**src/rtl/hold_pkg.sv**
```systemverilog
package hold_pkg;
    typedef enum logic [1:0] {
        PM_RUN    = 2'd0,
        PM_CKSTOP = 2'd1,
        PM_WAIT   = 2'd2
    } pm_state_e;

    typedef struct packed {
        pm_state_e state;
        logic      lvl;      // hold level captured at entry
        logic      mode;     // mode bit captured at entry
        logic      refused;  // sticky refused-entry flag
        logic      force_lo; // output force enable
    } pm_ctl_t;
endpackage

```
**src/rtl/hold_sync.sv**
```systemverilog
module hold_sync #(
    parameter int STAGES = 2
) (
    input  logic clk,
    input  logic rst_n,
    input  logic din,
    output logic dout
);
    logic [STAGES-1:0] sr_q;

    generate
        for (genvar i = 0; i < STAGES; i++) begin : g_stage
            if (i == 0) begin : g_first
                always_ff @(posedge clk or negedge rst_n) begin
                    if (!rst_n) sr_q[0] <= 1'b0;
                    else        sr_q[0] <= din;
                end
            end else begin : g_next
                always_ff @(posedge clk or negedge rst_n) begin
                    if (!rst_n) sr_q[i] <= 1'b0;
                    else        sr_q[i] <= sr_q[i-1];
                end
            end
        end
    endgenerate

    assign dout = sr_q[STAGES-1];
endmodule

```
**src/rtl/hold_entry.sv**
```systemverilog
module hold_entry (
    input  logic running,
    input  logic ckstp,
    input  logic wait_req,
    input  logic mode,
    input  logic hold_s,
    output logic accept_stop,
    output logic refuse_stop,
    output logic accept_wait
);
    always_comb begin
        accept_stop = running && ckstp && (mode || !hold_s);
        refuse_stop = running && ckstp && !mode && hold_s;
        accept_wait = running && wait_req && !ckstp;
    end
endmodule

```
**src/rtl/hold_release.sv**
```systemverilog
module hold_release
    import hold_pkg::*;
(
    input  pm_state_e state,
    input  logic      lvl,
    input  logic      mode,
    input  logic      hold_s,
    output logic      release_now
);
    always_comb begin
        unique case (state)
            PM_CKSTOP: release_now = mode ? (hold_s != lvl) : hold_s;
            PM_WAIT:   release_now = (hold_s != lvl);
            default:   release_now = 1'b0;
        endcase
    end
endmodule

```
**src/rtl/hold_ctrl.sv**
```systemverilog
module hold_ctrl
    import hold_pkg::*;
#(
    parameter int SYNC_STAGES = 2
) (
    input  logic clk,
    input  logic rst_n,
    input  logic hold_pin,
    input  logic mode_sel,
    input  logic ckstp_pulse,
    input  logic wait_pulse,
    output logic clk_stop_req,
    output logic cpu_halt_req,
    output logic out_force_low,
    output logic stop_refused
);
    localparam pm_ctl_t CTL_RST = '{state: PM_RUN, lvl: 1'b0, mode: 1'b0,
                                    refused: 1'b0, force_lo: 1'b0};

    pm_ctl_t ctl_d, ctl_q;
    logic    hold_s;
    logic    accept_stop, refuse_stop, accept_wait, release_now;

    hold_sync #(.STAGES(SYNC_STAGES)) u_sync (
        .clk  (clk),
        .rst_n(rst_n),
        .din  (hold_pin),
        .dout (hold_s)
    );

    hold_entry u_entry (
        .running    (ctl_q.state == PM_RUN),
        .ckstp      (ckstp_pulse),
        .wait_req   (wait_pulse),
        .mode       (mode_sel),
        .hold_s     (hold_s),
        .accept_stop(accept_stop),
        .refuse_stop(refuse_stop),
        .accept_wait(accept_wait)
    );

    hold_release u_rel (
        .state      (ctl_q.state),
        .lvl        (ctl_q.lvl),
        .mode       (ctl_q.mode),
        .hold_s     (hold_s),
        .release_now(release_now)
    );

    always_comb begin
        ctl_d = ctl_q;
        if (ctl_q.state == PM_RUN) begin
            if (accept_stop) begin
                ctl_d.state   = PM_CKSTOP;
                ctl_d.lvl     = hold_s;
                ctl_d.mode    = mode_sel;
                ctl_d.refused = 1'b0;
            end else if (refuse_stop) begin
                ctl_d.refused = 1'b1;
            end else if (accept_wait) begin
                ctl_d.state   = PM_WAIT;
                ctl_d.lvl     = hold_s;
                ctl_d.refused = 1'b0;
            end
        end else if (release_now) begin
            ctl_d.state = PM_RUN;
        end
        ctl_d.force_lo = (ctl_d.state != PM_RUN);
    end

    always_ff @(posedge clk or negedge rst_n) begin
        if (!rst_n) ctl_q <= CTL_RST;
        else        ctl_q <= ctl_d;
    end

    assign clk_stop_req  = (ctl_q.state == PM_CKSTOP);
    assign cpu_halt_req  = (ctl_q.state != PM_RUN);
    assign out_force_low = ctl_q.force_lo;
    assign stop_refused  = ctl_q.refused;
endmodule

```
**config.mk**
```make
export PLATFORM = sky130hd
export DESIGN_NAME = hold_ctrl
export DESIGN_NICKNAME = d
export VERILOG_FILES = /design/src/rtl/hold_pkg.sv /design/src/rtl/hold_sync.sv /design/src/rtl/hold_entry.sv /design/src/rtl/hold_release.sv /design/src/rtl/hold_ctrl.sv
export SDC_FILE = /design/constraint.sdc
export NUM_CORES = 1
export LEC_CHECK = 0
export ABC_CLOCK_PERIOD_IN_PS = 3900
export CAP_MARGIN = 20
export CELL_PAD_IN_SITES_DETAIL_PLACEMENT = 1
export CELL_PAD_IN_SITES_GLOBAL_PLACEMENT = 2
export CORE_MARGIN = 2
export CORE_UTILIZATION = 32
export CTS_BUF_LIST = sky130_fd_sc_hd__clkbuf_8
export CTS_CLUSTER_SIZE = 40
export DETAILED_ROUTE_END_ITERATION = 7
export GPL_ROUTABILITY_DRIVEN = 0
export PLACE_DENSITY = 0.9
export SLEW_MARGIN = 20
export SYNTH_ARGS = -nofsm -noshare
export SYNTH_HDL_FRONTEND = slang
export SYNTH_HIERARCHICAL = 1
export SYNTH_SLANG_ARGS = --single-unit
```
**constraint.sdc**
```tcl
create_clock -name clk -period 3.9 [get_ports clk]
set_clock_uncertainty 0.2 [all_clocks]
set_input_delay 0.975 -clock clk [delete_from_list [all_inputs] [get_ports clk]]
set_output_delay 0.975 -clock clk [all_outputs]
set_load 0.02 [all_outputs]
```
==> results.txt, run 1 <==
Status -> complete, no violations
Peak Freq -> 0.365 GHz
Minimum clock period -> 2740 ps
Root Driver -> clkbuf_8
Gr usage total -> 14.7%
Hold WC Path Type -> reg -> reg
Pre-Repair DR Iteration Count -> 4
CP startpoint -> ctl_q[5]
Crit path launch type -> flop
Drt drc -> 0
Overflow after GRT -> 0
Post-Syn Area per Cell -> 10.1 sq um
Synth Instances -> 43
Post-CTS setup buffer count -> 0
Post-route ant nets -> 0
First-pass GRT wire length -> 1530 um
Via-to-Cell Ratio -> 5.01
Slew at the pin closest to its max-slew limit -> 487 ps
CTS tree -> done
Met3 usage -> 3.26%
R2r startpoint -> ctl_q[5]
Number of diodes -> 0
Clk sink count -> 8
Util after Layout -> 45.4%
CP endpoint kind -> output port
Site Rows -> 13
Number of buffers added on ports -> 9
Fin. max-slew vios -> 0
Routed wire length -> 988 um
WHS -> 158 ps
Core Region -> 1280 sq um
Clock transition at the registers of the reported paths -> 40 ps
Die ar. -> 1660 sq um
VDD IR max -> 391 uV
# IOs -> 10
Initial core utilization -> 33.7%
Top Usage Layer GRT -> met2
Largest net degree at the start of global routing -> 9
FF-to-FF path depth -> 5
1st-iter DRT viols -> 6
R2R Path End -> ctl_q[2]
Met1 usage -> 17.1%
Final count of hold timing violations -> 0
Die width -> 40.8 um
H-tree levels -> 1
TritonCTS buffer count -> 3
Power Density -> 808 nW/um^2
Clock Path Buffers -> 2
Hold_buf cts -> 0
Slew margin rel. -> 67.5%
Worst EP required -> 2720 ps
DP HPWL -> 771 um
Hold path cells -> 0
Sequential area share after synthesis -> 46.2%
Post-CTS Resized -> 0
Final setup vio count -> 0
Crit path max-delay cell type -> clkdlybuf4s50_1
Synth Register Bits -> 8
Reg-to-reg slack, setup -> 1940 ps
Layout area overhead -> 34.7%
Avg WL per Cell -> 14.1 um
Crit path to -> cpu_halt_req
Clk Latency, worst-skew pair -> 230 ps
Chip height -> 40.8 um
Netlist cell types -> 18
Type of the worst setup path -> reg -> out
Share of cells above drive strength 1 -> 18.2%
Via count -> 351
CP max FO -> 7
Antenna violations before repair -> 0
Syn Std Cell Area -> 433 sq um
DP Worst Slack -> 1170 ps
Crit-path cells -> nor2_4 > inv_1 > clkdlybuf4s50_1
Number of global-route vias before repair -> 369
Worst path max stage delay -> 540 ps
Static leakage -> 0.000259 uW
Post-Synthesis Net Count -> 51
Fin crit share -> 70.3%
Warnings from Yosys -> 6
Setup tns final -> 0 ps
Pwr Total -> 471 uW
Met2 GRT Util -> 25.0%
Unrepaired setup endpoints after global routing -> no
Fillers -> 152
Smallest setup slack after layout -> 1160 ps
Worst Path Arrival -> 1570 ps
MaxCap Viol Count -> 0
Nets -> 65
-- per-layer routing --
| metal | share of wire, % | vias to the layer above | routed length [um] |
|---|---|---|---|
| li1 | - | 167 | - |
| met1 | 44 | 173 | 433 |
| met2 | 50 | 8 | 492 |
| met3 | 3.8 | 3 | 38 |
| met4 | 2.3 | 0 | 23 |
| met5 | 0 | - | 0 |
-- power by group --
group | switching [uW] | internal, uW | total, uW
logic | 116 | 107 | 223
registers | 34.8 | 114 | 149
clock network | 32.2 | 66.8 | 99.0
total | 183 | 288 | 471
-- layout make-up --
class	count	area, sq um	area share, %
clock buffer	3	41.3	7.08
inverter	7	26.3	4.51
multi-input combinational	28	206	35.4
sequential	8	200	34.3
tap	15	18.8	3.22
timing repair buffer	9	90.1	15.5
-- stage by stage --
| stage | area [sq um] | std cells |
|---|---|---|
| 6_report | 583 | 70 |
| 5_1_grt | 583 | 70 |
| 4_1_cts | 583 | 70 |
| 3_5_place_dp | 542 | 67 |
| 3_3_place_gp | 542 | 67 |
| 2_1_floorplan | 433 | 43 |
-- cell usage after synthesis --
cell | count | share of area [%]
a21oi_1 | 4 | 4.6
a32o_1 | 1 | 2.3
dfrtp_1 | 8 | 46
ha_1 | 2 | 5.8
inv_1 | 7 | 6.1
mux2_4 | 2 | 6.9
nand2_1 | 3 | 2.6
nand2_2 | 1 | 1.4
nor2_1 | 5 | 4.3
nor2_4 | 1 | 2.6
nor2b_1 | 2 | 2.9
nor3b_2 | 1 | 2.9
nor4_1 | 1 | 1.4
nor4_2 | 1 | 2.9
o21a_1 | 1 | 1.7
o21ai_0 | 1 | 1.2
o21ai_2 | 1 | 2.0
o2bb2ai_1 | 1 | 2.0
-- cells in the final DEF (no fill, tap or decap), types with 2 or more instances in the layout --
master	instances
a21oi_1	4
ha_1	2
nor2b_1	2
clkbuf_8	3
dfrtp_1	8
mux2_4	2
nand2_1	3
inv_1	7
nor2_1	5
clkdlybuf4s50_1	9
-- cells by family (layout without fill, tap and decap cells) --
kind of cell	count (synthesis)	count (layout)	synth area share, %
simple gates	15	15	21.1
mux	2	2	6.94
flops	8	8	46.2
buf+inv	7	19	6.07
fa+ha+maj	2	2	5.78
compound gates	9	9	13.9
-- worst max-delay path, delay by kind of cell (launching register included) --
family        cells  cell delay (ps)
buf+inv           2              640
simple gates      1              230
flops             1              470
-- how the worst min path moves through the flow --
stage | endpoint | slack [ps] | startpoint
after floorplan | u_sync/dout | 130 | u_sync/sr_q[0]
after global placement | u_sync/dout | 130 | u_sync/sr_q[0]
after detailed placement | u_sync/dout | 150 | u_sync/sr_q[0]
after CTS | u_sync/dout | 160 | u_sync/sr_q[0]
after global routing | u_sync/dout | 170 | u_sync/sr_q[0]
final | u_sync/dout | 160 | u_sync/sr_q[0]
-- flip-flops by register name (all words and copies together), names as in the netlist --
signal,count
ctl_q,4
out_force_low,1
stop_refused,1
u_sync/sr_q,1
u_sync/dout,1
(Power assumes the default switching activity.)
==> inputs of run 2 (changes only) <==
ABC_CLOCK_PERIOD_IN_PS = 2200   (was 3900)
CORE_UTILIZATION = 27   (was 32)
PLACE_DENSITY = 0.82   (was 0.9)
clock period = 2.2 ns   (was 3.9 ns; I/O delays follow)
==> run 2 against run 1 <==
Worst setup slack got worse by 960 ps. Flip-flop and latch count unchanged. Hold slack improved by 1.9 ps. Die area increased by 17%. Routed wire length decreased by 9.0%. Utilization decreased by 5.1 points. Final area increased by 4.1%. Global-route usage decreased by 3.1 points. Final cell count increased by 4.3%.
==> results.txt, run 2 (synthesis results as in run 1) <==
Area after DPL -> 558 sq um (+3.0%)
MaxCap Viol Count -> 0 (unchanged)
Crit path max-delay cell type -> clkdlybuf4s50_1
Via-to-Cell Ratio -> 4.58 (-8.8%)
H-tree levels -> 1 (unchanged)
Area of the multi-input gates -> 206 sq um (unchanged)
Core Region -> 1510 sq um (+17%)
Peak Freq -> 0.500 GHz
Number of flip-flops under the largest register name -> 4 (unchanged)
Largest reg by FF count -> ctl_q
Post-route ant nets -> 0 (unchanged)
Met1 wire length -> 449 um (+3.7%)
Die width -> 44.0 um (+8.0%)
Fin crit share -> 90.9%
Share of cells above drive strength 1 -> 24.6% (+6.4 points)
Chip height -> 44.0 um (+8.0%)
Power Density -> 1390 nW/um^2 (+72%)
Clk sink count -> 8 (unchanged)
Metal2 WL -> 425 um (-14%)
Final setup vio count -> 0 (unchanged)
Number of diodes -> 0 (unchanged)
Drt drc -> 0 (unchanged)
Antenna violations before repair -> 0 (unchanged)
Register area -> 203 sq um (+1.2%)
Root Driver -> clkbuf_8
Worst EP required -> 2110 ps (-610 ps)
CP endpoint kind -> flop
Slew at the pin closest to its max-slew limit -> 388 ps (-99.3 ps)
Initial core utilization -> 28.7% (-5.0 points)
Post-CTS setup buffer count -> 0 (unchanged)
Minimum clock period -> 2000 ps
Setup tns final -> 0 ps (unchanged)
Via count -> 334 (-4.8%)
1st-iter DRT viols -> 2 (-4)
Slew margin rel. -> 74.1% (+6.5 points)
Type of the worst setup path -> in -> reg
Gr usage total -> 11.6% (-3.1 points)
WP buf/inv -> 1 (-1)
Final count of hold timing violations -> 0 (unchanged)
Worst path max stage delay -> 480 ps (-60 ps)
Most frequent cells in the layout -> inv_1 (7), clkdlybuf4s50_1 (7), dfrtp_1 (6)
Pre-Repair DR Iteration Count -> 3 (-1)
Top sig layer -> met3
Util after Layout -> 40.3% (-5.1 points)
Fin area -> 607 sq um (+4.1%)
Largest net degree at the start of global routing -> 9 (unchanged)
Number of global-route vias before repair -> 358 (-3.0%)
Clock Path Buffers -> 2 (unchanged)
Nets -> 67 (+3.1%)
Status -> complete, no violations
VDD IR max -> 696 uV (+78%)
Routed wire length -> 899 um (-9.0%)
CTS tree -> done
Site Rows -> 14 (+1)
Unrepaired setup endpoints after global routing -> no
TritonCTS buffer count -> 3 (unchanged)
Worst Path Arrival -> 1910 ps (+340 ps)
Crit path launch type -> input port
DP Worst Slack -> -36.1 ps (-1200 ps)
Fin. max-slew vios -> 0 (unchanged)
Overflow after GRT -> 0 (unchanged)
Clk Latency, worst-skew pair -> 230 ps (about the same)
Layout area overhead -> 40.2%
Number of buffers added on ports -> 9 (unchanged)
WL met3 -> 24 um (-37%)
# IOs -> 10 (unchanged)
Avg WL per Cell -> 12.3 um (-13%)
First-pass GRT wire length -> 1610 um (+5.0%)
CP max FO -> 3 (-4)
Fillers -> 177 (+16%)
Static leakage -> 0.000287 uW (+10%)
Clock transition at the registers of the reported paths -> 40 ps (about the same)
Hold WC Path Type -> reg -> reg
Smallest setup slack after layout -> 199 ps (-959 ps)
DP HPWL -> 708 um (-8.2%)
Die ar. -> 1940 sq um (+17%)
Crit-path leading delay family -> buffers and inverters
Crit-path cells -> clkdlybuf4s50_1 > nand2_1 > nor3b_2 > nor2b_1 > o21ai_2 > mux2_4
-- run 2: cell types whose count changed in the layout (fill, tap and decap cells not counted) --
| cell | previous run | this run |
|---|---|---|
| buf_4 | 0 | 2 |
| dfrtp_2 | 0 | 2 |
| clkdlybuf4s50_1 | 9 | 7 |
| dlymetal6s2s_1 | 0 | 2 |
| dfrtp_1 | 8 | 6 |
-- run 2: through the flow --
step           total power (uW)  std cells  hold WS [ps]
6_report                    845         73           160
5_1_grt                     923         73           181
4_1_cts                     865         73           162
3_5_place_dp                678         70           152
3_3_place_gp                669         70           132
2_1_floorplan               518         43          54.4
-- run 2: report_power, final --
part / internal (uW) / leakage [uW] / total (uW) / switching (uW)
clock network: 119 / 0.0000216 / 177 / 58.3
registers: 206 / 0.0000905 / 266 / 60.7
logic: 204 / 0.000175 / 402 / 198
total: 528 / 0.000287 / 845 / 317
-- run 2: per-layer routing --
metal | vias up | track usage [%]
met3 | 0 | 2.45
met2 | 5 | 17.4
met5 | - | 0
met1 | 158 | 16.0
li1 | 171 | -
met4 | 0 | 5.45
-- run 2: repair_timing --
action / CTS / global route
endpoints found under the setup margin: 2 / 2
gates cloned: 0 / 0
hold endpoints to repair: 0 / 0
hold buffers: 0 / 0
gates resized for setup: 2 / 2
-- run 2: path summary, 6_finish.rpt --
path	startpoint	to	slack, ps	cells past startpoint
worst min register to register	u_sync/sr_q[0]	u_sync/dout	160	0
worst max register to register	ctl_q[5]	ctl_q[3]	280	7
min in group asynchronous	rst_n	out_force_low	410	1
worst min-delay path	u_sync/sr_q[0]	u_sync/dout	160	0
max in group asynchronous	rst_n	ctl_q[4]	1090	1
worst max-delay path	ckstp_pulse	ctl_q[3]	200	6
-- run 2: worst reg2reg max path, stage by stage (launching register included) --
cell and delay (ps):
dfrtp_2 460, nor2_4 130, buf_4 140, nand2_1 80
nor3b_2 220, nor2b_1 120, o21ai_2 150, mux2_4 310
-- run 2: final cells by class --
class                      instances  area share [%]
clock buffer                       3            6.80
sequential                         8            33.4
tap                               16            3.30
multi-input combinational         28            34.0
inverter                           7            4.33
timing repair buffer              11            18.1
==> inputs of run 3 (changes only) <==
HOLD_SLACK_MARGIN = 0.1   (was default)
==> results of run 3 <==
No change in the layout: final DEF, timing and power equal those of run 2.
